--- src/rtl/ram_ptr_pkg.sv ---
package ram_ptr_pkg;
  localparam int PTR_W   = 8;
  localparam int SHIFT_W = $clog2(PTR_W + 1);
  localparam int LINE_W  = 2;

  typedef enum logic [1:0] {
    RGN_TEXT  = 2'b00,
    RGN_RSVD  = 2'b01,
    RGN_GLYPH = 2'b10,
    RGN_SEG   = 2'b11
  } region_e;

  // slot geometry of the selected region
  typedef struct packed {
    logic [SHIFT_W-1:0] shift;  // log2 of slot size
    logic [PTR_W-1:0]   len;    // legal addresses per slot
    logic [PTR_W-1:0]   count;  // number of slots (0 = none)
    logic [PTR_W-1:0]   mask;   // address bits kept for the region
  } geom_t;

  typedef struct packed {
    logic load;
    logic inc;
    logic dec;
    logic touch;
  } strobe_t;
endpackage

--- src/rtl/ram_ptr_ctrl.sv ---
module ram_ptr_ctrl
  import ram_ptr_pkg::*;
#(
  parameter int TEXT_SPACE_LOG2 = 7,
  parameter int TEXT_LEN_ONE    = 80,
  parameter int TEXT_LEN_TWO    = 40,
  parameter int TEXT_LEN_FOUR   = 20,
  parameter int GLYPH_SLOT_LOG2 = 5,
  parameter int GLYPH_LEN       = 26,
  parameter int SEG_SPACE_LOG2  = 4
) (
  input  logic [1:0] regionSel,
  input  logic [1:0] lineMode,
  input  logic       stepDown,
  input  logic       loadEn,
  input  logic       accessDone,
  output geom_t      geom,
  output strobe_t    stb,
  output logic       isText
);
  localparam int TEXT_MASK   = (1 << TEXT_SPACE_LOG2) - 1;
  localparam int GLYPH_COUNT = 1 << (PTR_W - GLYPH_SLOT_LOG2);
  localparam int SEG_MASK    = (1 << SEG_SPACE_LOG2) - 1;
  localparam int TEXT_MODES  = 3;

  geom_t textGeom [TEXT_MODES];

  // one geometry per line count: 1, 2 and 4 lines
  for (genvar g = 0; g < TEXT_MODES; g++) begin : g_text
    localparam int LEN = (g == 0) ? TEXT_LEN_ONE :
                         (g == 1) ? TEXT_LEN_TWO : TEXT_LEN_FOUR;
    assign textGeom[g] = '{
      shift: SHIFT_W'(TEXT_SPACE_LOG2 - g),
      len:   PTR_W'(LEN),
      count: PTR_W'(1 << g),
      mask:  PTR_W'(TEXT_MASK)
    };
  end

  logic [1:0] textSel;
  assign textSel = lineMode[1] ? 2'd2 : {1'b0, lineMode[0]};

  always_comb begin
    unique case (region_e'(regionSel))
      RGN_TEXT:  geom = textGeom[textSel];
      RGN_GLYPH: geom = '{shift: SHIFT_W'(GLYPH_SLOT_LOG2), len: PTR_W'(GLYPH_LEN),
                          count: PTR_W'(GLYPH_COUNT), mask: '1};
      RGN_SEG:   geom = '{shift: SHIFT_W'(SEG_SPACE_LOG2), len: PTR_W'(SEG_MASK + 1),
                          count: PTR_W'(1), mask: PTR_W'(SEG_MASK)};
      default:   geom = '{shift: '0, len: '0, count: '0, mask: '1};
    endcase
  end

  logic usable;
  assign usable = (geom.count != '0);
  assign isText = (region_e'(regionSel) == RGN_TEXT);

  always_comb begin
    stb.load  = loadEn;
    stb.touch = accessDone;
    stb.inc   = accessDone & ~loadEn & ~stepDown & usable;
    stb.dec   = accessDone & ~loadEn &  stepDown & usable;
  end
endmodule

--- src/rtl/ram_ptr_dp.sv ---
module ram_ptr_dp
  import ram_ptr_pkg::*;
(
  input  logic             clk,
  input  logic             rstN,
  input  geom_t            geom,
  input  strobe_t          stb,
  input  logic [PTR_W-1:0] loadAddr,
  output logic [PTR_W-1:0] ptrOut,
  output logic             ptrValid,
  output logic [LINE_W-1:0] winLow,
  output logic             gapHit
);
  logic [PTR_W-1:0] ptrQ, eff, offMask, off, win;
  logic [PTR_W-1:0] lastOff, winUp, winDn, nextUp, nextDn;
  logic             inWin;

  assign eff     = ptrQ & geom.mask;
  assign offMask = (PTR_W'(1) << geom.shift) - PTR_W'(1);
  assign off     = eff & offMask;
  assign win     = eff >> geom.shift;
  assign inWin   = (geom.count != '0) && (off < geom.len);
  assign lastOff = geom.len - PTR_W'(1);
  assign winUp   = (win + PTR_W'(1) >= geom.count) ? '0 : win + PTR_W'(1);
  assign winDn   = (win == '0) ? geom.count - PTR_W'(1) : win - PTR_W'(1);

  always_comb begin
    if (inWin && off < lastOff) nextUp = eff + PTR_W'(1);
    else                        nextUp = winUp << geom.shift;
  end

  always_comb begin
    if (!inWin)          nextDn = (win << geom.shift) | lastOff;
    else if (off != '0)  nextDn = eff - PTR_W'(1);
    else                 nextDn = (winDn << geom.shift) | lastOff;
  end

  always_ff @(posedge clk) begin
    if (!rstN)         ptrQ <= '0;
    else if (stb.load) ptrQ <= loadAddr & geom.mask;
    else if (stb.inc)  ptrQ <= nextUp;
    else if (stb.dec)  ptrQ <= nextDn;
  end

  assign ptrOut   = eff;
  assign ptrValid = inWin;
  assign winLow   = win[LINE_W-1:0];
  assign gapHit   = stb.touch & ~inWin;
endmodule

--- src/rtl/ram_ptr_unit.sv ---
module ram_ptr_unit
  import ram_ptr_pkg::*;
(
  input  logic       clk,
  input  logic       rstN,
  input  logic [1:0] regionSel,
  input  logic [1:0] lineMode,
  input  logic       stepDown,
  input  logic       loadEn,
  input  logic [7:0] loadAddr,
  input  logic       accessDone,
  output logic [7:0] ptrOut,
  output logic       ptrValid,
  output logic [1:0] lineIdx,
  output logic       gapHit
);
  geom_t             geom;
  strobe_t           stb;
  logic              isText;
  logic [LINE_W-1:0] winLow;

  ram_ptr_ctrl ctrl_i (
    .regionSel (regionSel),
    .lineMode  (lineMode),
    .stepDown  (stepDown),
    .loadEn    (loadEn),
    .accessDone(accessDone),
    .geom      (geom),
    .stb       (stb),
    .isText    (isText)
  );

  ram_ptr_dp dp_i (
    .clk     (clk),
    .rstN    (rstN),
    .geom    (geom),
    .stb     (stb),
    .loadAddr(loadAddr),
    .ptrOut  (ptrOut),
    .ptrValid(ptrValid),
    .winLow  (winLow),
    .gapHit  (gapHit)
  );

  assign lineIdx = isText ? winLow : '0;
endmodule

--- config.mk ---
export PLATFORM = sky130hd
export DESIGN_NAME = ram_ptr_unit
export DESIGN_NICKNAME = d
export VERILOG_FILES = /design/src/rtl/ram_ptr_pkg.sv /design/src/rtl/ram_ptr_ctrl.sv /design/src/rtl/ram_ptr_dp.sv /design/src/rtl/ram_ptr_unit.sv
export SDC_FILE = /design/constraint.sdc
export NUM_CORES = 1
export LEC_CHECK = 0
export ABC_AREA = 1
export BUFFER_PORTS_ARGS = -buffer_cell sky130_fd_sc_hd__buf_2
export CAP_MARGIN = 5
export CELL_PAD_IN_SITES_DETAIL_PLACEMENT = 1
export CELL_PAD_IN_SITES_GLOBAL_PLACEMENT = 1
export CORE_UTILIZATION = 38
export CTS_CLUSTER_SIZE = 28
export DETAILED_ROUTE_END_ITERATION = 16
export PLACE_DENSITY_LB_ADDON = 0.1
export SLEW_MARGIN = 20
export SYNTH_ARGS = -nofsm -noshare
export SYNTH_HDL_FRONTEND = slang
export SYNTH_SLANG_ARGS = --single-unit
--- constraint.sdc ---
create_clock -name clk -period 3.2 [get_ports clk]
set_input_delay 0.16 -clock clk [delete_from_list [all_inputs] [get_ports clk]]
set_output_delay 0.16 -clock clk [all_outputs]
set_load 0.02 [all_outputs]
==> impl_summary.md, run 1 <==
Logic synthesis
The mapped cell area is 0.00278 sq mm. By area the synthesized netlist is led by sky130_fd_sc_hd__nand2_1, sky130_fd_sc_hd__ha_1, sky130_fd_sc_hd__inv_1. The predominant post-synthesis flop cell is sky130_fd_sc_hd__dfxtp_1. After synthesis, the most frequently instantiated cells are sky130_fd_sc_hd__nand2_1, sky130_fd_sc_hd__inv_1, sky130_fd_sc_hd__nand3_1. The post-synthesis cell type with the largest combined area is sky130_fd_sc_hd__nand2_1. Counting every net in the synthesized netlist gives 518. Sequential cells were found to cover 5.75% of the synthesized design area. The synthesized design contains 0 enable-type register cells. The synthesized area divided by synthesized cell count is 5.91 sq um. After synthesis, the share of flip-flops with an asynchronous set or reset is 0%. The top cell type by area accounts for 14.2% of the synthesized area. For this run, the number of Yosys warnings is 0. The number of synthesized register bits is 8. The cell count after synthesis is 471. The library cell with the highest instance count after synthesis is sky130_fd_sc_hd__nand2_1.

Yosys mapped the design onto 46 distinct sky130hd cell types.

GRT
The leftover overflow at the end of global routing is 321. Entering global routing, the biggest net connects 14 pins. The global-route total usage across every layer is 84.8%.

Floorplanning
The initialized floorplan defines 30 standard-cell rows. The floorplan step set the die height to 87.6 microns. The number of ports placed on the die boundary is 29. Measured along the x axis, the die boundary spans 87.6 microns. The initial utilization of the core area, before any placement, comes to 40.1%.

Outcome
The failing step is global routing. The flow did not finish. The tool reported: "[ERROR GRT-0232] Routing congestion too high. Check the congestion heatmap in the GUI".

Placement
The total of buffers placed on input and output ports is 28. The final weighted congestion in routability-driven placement is 1.02. Summed over all nets, the half-perimeter wirelength after detailed placement is 11.6 mm. The post-place setup slack is -671 ps.

STA
The worst-path endpoint category is a sequential cell input. After global-route timing repair, the worst endpoint was dp_i.ptrQ[0]$_SDFFE_PN0P_/D.

Clocking
The hold-fix buffer count after cts is 0. The number of sinks driven by the clock tree is 8. The H-tree depth reported by CTS is 1.

The maximum clock path buffer count is 2. The number of buffers inserted during clock tree synthesis is 3. The root buffer cell chosen for the clock tree is sky130_fd_sc_hd__clkbuf_8.
-- timing repair --
item | in CTS
gates resized for setup | 50
setup buffers | 26
endpoints found under the setup margin | 10
pin swaps | 33
-- kinds of logic after synthesis --
family          synth area share [%]
simple gates                    47.2
other cells                    0.270
flops                           5.75
xor+xnor                        3.78
compound gates                  17.6
fa+ha+maj                       13.5
buf+inv                         12.0
-- routing by layer --
| layer | GRT overflow | track usage (%) |
|---|---|---|
| met1 | 2 | 77.3 |
| met2 | 242 | 113 |
| met3 | 4 | 63.4 |
| met5 | 0 | 8.44 |
| met4 | 73 | 97.6 |
-- metrics by stage --
step	cells	hold slack, ps	TNS, ps	utilization [%]	cell area (sq um)
2_1_floorplan	471	298	-90.6	-	2890
3_3_place_gp	696	480	-2280	56.6	3930
3_5_place_dp	696	488	-5050	56.6	3930
4_1_cts	724	245	-1360	63.2	4390
==> run 2, diff against run 1 <==
--- a/config.mk
+++ b/config.mk
@@ -8,12 +8,9 @@
 export ABC_AREA = 1
 export BUFFER_PORTS_ARGS = -buffer_cell sky130_fd_sc_hd__buf_2
 export CAP_MARGIN = 5
-export CELL_PAD_IN_SITES_DETAIL_PLACEMENT = 1
-export CELL_PAD_IN_SITES_GLOBAL_PLACEMENT = 1
-export CORE_UTILIZATION = 38
-export CTS_CLUSTER_SIZE = 28
+export CORE_UTILIZATION = 37
 export DETAILED_ROUTE_END_ITERATION = 16
-export PLACE_DENSITY_LB_ADDON = 0.1
+export PLACE_DENSITY_LB_ADDON = 0.15
 export SLEW_MARGIN = 20
 export SYNTH_ARGS = -nofsm -noshare
 export SYNTH_HDL_FRONTEND = slang
==> constraint.sdc (replaced) <==
create_clock -name clk -period 4.15 [get_ports clk]
set_input_delay 0.2075 -clock clk [delete_from_list [all_inputs] [get_ports clk]]
set_output_delay 0.2075 -clock clk [all_outputs]
set_load 0.02 [all_outputs]
==> impl_summary.md, run 2 <==
Critical path
The arrival time at the worst endpoint is 3940 ps. In this design, the largest share of critical-path delay is due to simple AND/OR/NAND/NOR gates. Counting cells, the worst reg-to-reg path comes to 23. STA puts the critical path data required time at 4320 ps. The number of buffers and inverters on the critical path is 5. The critical path class is in -> reg. The endpoint type of the worst setup path is a flip-flop. The largest individual stage delay along the critical path comes from the cell sky130_fd_sc_hd__ha_1.

Among the stages of the critical path, the cell type that occurs most often is sky130_fd_sc_hd__nand2_1. The path length in cells of the critical path is 28. For this run, the slowest stage of the critical path takes 310 ps. The critical-path maximum fanout is 5.

The worst setup path is launched from a primary input.

STA
Setup repair after global routing left no endpoint under its margin. The final-report max-slew violation count is 0. The fmax is 265 MHz. After layout, the worst path uses 91.0% of the clock period. The worst path meets setup with 375 ps of slack. The count of endpoints failing setup in the final report is 0. The number of failing hold endpoints at the final stage is 0. The summed negative setup slack over all endpoints is 0 ps. The actual slew at the worst max-slew pin is 603 ps. The final critical-path required period is 3770 ps. Headroom to the max-slew limit came out at 59.7%. The largest clock skew in the final design is 3.19 ps.

Cells and area
The area growth from synthesis to layout is 15.0%. The register containing the most flip-flops in the final layout is dp_i.ptrQ. In the final layout, flip-flops and latches occupy 160 sq um. The most frequent standard cell in the layout excluding fill and tap cells is sky130_fd_sc_hd__nand2_1. The post-route netlist has 22.7% of its cells at a drive strength greater than 1. The flip-flop count of the largest register after layout is 8. In the final layout, the multi-input gates occupy 0.00229 sq mm.

For this run, the share of the core covered by cells in the final layout is 44.1%. The net count of the finished layout is 564. The library cells used most frequently in the layout, excluding fill and tap cells, are sky130_fd_sc_hd__nand2_1, sky130_fd_sc_hd__inv_1, sky130_fd_sc_hd__nand3_1, sky130_fd_sc_hd__nor2_1, sky130_fd_sc_hd__ha_1. The largest registers in the layout are dp_i.ptrQ x8. The layout has 836 filler cells. The repair_antennas step left the layout with diodes totalling 0.

Logic synthesis
The total nets after synthesis came to 518 (unchanged). The mapped cell area is 0.00278 sq mm (unchanged). The predominant post-synthesis flop cell is sky130_fd_sc_hd__dfxtp_1.

The area share of the largest cell type after synthesis came to 14.2% (unchanged). Sorting the synthesized cells by area gives the leading types as sky130_fd_sc_hd__nand2_1, sky130_fd_sc_hd__ha_1, sky130_fd_sc_hd__inv_1. By instance count, the leading cell after synthesis is sky130_fd_sc_hd__nand2_1. The cell count after synthesis came to 471 (unchanged).

The number of synthesized register bits was 8 (unchanged). The synthesized area divided by synthesized cell count is 5.91 sq um (unchanged). The post-synthesis cell type count is 46 (unchanged).

The fraction of the yosys area taken by sequential cells is 5.75% (unchanged). The number of flops mapped to enable cells by yosys was 0 (unchanged). The async set-or-reset flop fraction in the synthesized netlist was 0% (unchanged). The yosys synthesis warning count is 0 (unchanged). After synthesis, the most frequently instantiated cells are sky130_fd_sc_hd__nand2_1, sky130_fd_sc_hd__inv_1, sky130_fd_sc_hd__nand3_1. The post-synthesis cell type with the largest combined area is sky130_fd_sc_hd__nand2_1.

Floorplanning
The area inside the core boundary is 0.00725 sq mm. The die covers 0.00787 sq mm. The x dimension of the die is 88.7 microns (+1.3%). The number of ports placed on the die boundary is 29 (unchanged). The initial cell density of the core is 38.4% (-1.7 points). The number of cell rows is 31 (+3.3%).

The die extent in y is 88.7 microns (+1.3%).

Pwr
In this run the power density over the cells is 260 mW/mm^2. VDD sags by at most 0.113 mV. For this design the static power due to leakage is 1.74 nW.

Run
The count of max-cap constraint violations is 0.

Clocking
The number of sinks driven by the clock tree was 8 (unchanged). After clock tree synthesis, the clock-pin slew on the worst setup and hold paths is 40 ps. The post-CTS setup buffer count is 0 (-100%).

The H-tree depth reported by CTS is 1 (unchanged). The root buffer cell chosen for the clock tree is sky130_fd_sc_hd__clkbuf_8. The TritonCTS clock tree is built.

The number of buffers inserted during clock tree synthesis came to 3 (unchanged). The maximum clock path buffer count is 2 (unchanged). The clock latency of the later-clocked register in the worst-skew pair is 240 ps.

GRT
The number of antenna violations at the first check in global routing is 0. Entering global routing, the biggest net connects 17 pins. Global routing used 25.8% of the available tracks across all layers. The leftover overflow at the end of global routing is 0. The via count of the first global-routing pass is 2,950. The global-route wire length before repair is 15.3 mm.

Route
The total iterations of the first detailed-routing run is 4. The mean routed wirelength per cell is 15.4 microns. The detailed router placed 3,207 vias in this run.

The detail-routed via count per cell is 5.22. The number of DRC violations after detailed routing is 0. The post-detailed-route count of antenna-violating nets is 0.

Wires add up to 9.46 mm. The first-iteration detailed-routing DRC count is 230.

Placement
The final weighted congestion in routability-driven placement is 1.01 (-1.3%). The total of buffers placed on input and output ports is 28 (unchanged). The post-place setup slack was 165 ps (+836 ps). The half-perimeter wire length after placement was 8.01 mm (-31%).

Hold path
The worst hold path belongs to the class in -> reg. The worst hold path passes through 3 cells.

Outcome
The run finished with clean final reports.
==> run 2: cell counts after synthesis <==
No cell type changed its count.
==> run 2: layout make-up <==
class	count	share of cell area, %
clock buffers	3	1.29
multi-input cells	379	71.6
flip-flops and latches	8	5.00
inverters	76	8.91
well taps	99	3.87
repair buffers	49	9.30
==> run 2: cells by family (layout without fill, tap and decap cells) <==
family | Yosys count | in the layout | synth area share [%]
AND/OR/NAND/NOR | 257 | 257 | 47.2
buffers and inverters | 84 | 128 | 12.0
AO/OA/AOI/OAI | 78 | 78 | 17.6
adder cells (fa/ha/maj) | 30 | 30 | 13.5
XOR/XNOR | 12 | 12 | 3.78
flip-flops | 8 | 8 | 5.75
other | 2 | 2 | 0.270
==> run 2: power by group <==
part / switching [mW] / total (mW) / internal (mW)
Sequential: 0.00876 / 0.0950 / 0.0863
Clock: 0.0328 / 0.0958 / 0.0630
Combinational: 0.423 / 0.641 / 0.218
==> run 2: final timing paths <==
check / startpoint / endpoint / slack [ps]
setup / recovery: regionSel[1] / dp_i.ptrQ[1] / 380
hold / removal: loadAddr[7] / dp_i.ptrQ[7] / 290
setup reg to reg: dp_i.ptrQ[5] / dp_i.ptrQ[1] / 680
hold reg to reg: dp_i.ptrQ[4] / dp_i.ptrQ[4] / 540
==> run 2: per-stage QoR <==
stage	cells	hold WS [ps]	cell area (sq um)	power, mW
2_1_floorplan	471	346	2780	0.555
3_3_place_gp	611	519	3160	0.729
3_5_place_dp	611	527	3160	0.727
4_1_cts	614	293	3200	0.825
5_1_grt	614	297	3200	0.914
6_report	614	294	3200	0.832
==> run 2: routing by layer <==
metal | routed length (microns) | vias up | part of all wire [%] | track usage [%]
li1 | - | 1634 | - | -
met4 | 413 | 0 | 4.4 | 11.4
met3 | 471 | 24 | 5.0 | 3.54
met1 | 4450 | 1458 | 47 | 34.6
met2 | 4120 | 91 | 44 | 41.1
met5 | 0 | - | 0 | 0
==> run 2: worst min-delay path: cells and delay by family <==
kind | cells | cell delay, ps
compound gates | 2 | 210
buf+inv | 1 | 70
==> run 2: repair_timing <==
action | CTS | global route
resized for setup | 0 | 1
endpoints found under the setup margin | 0 | 4
hold buffers | 0 | 0
(Power assumes the default switching activity.)
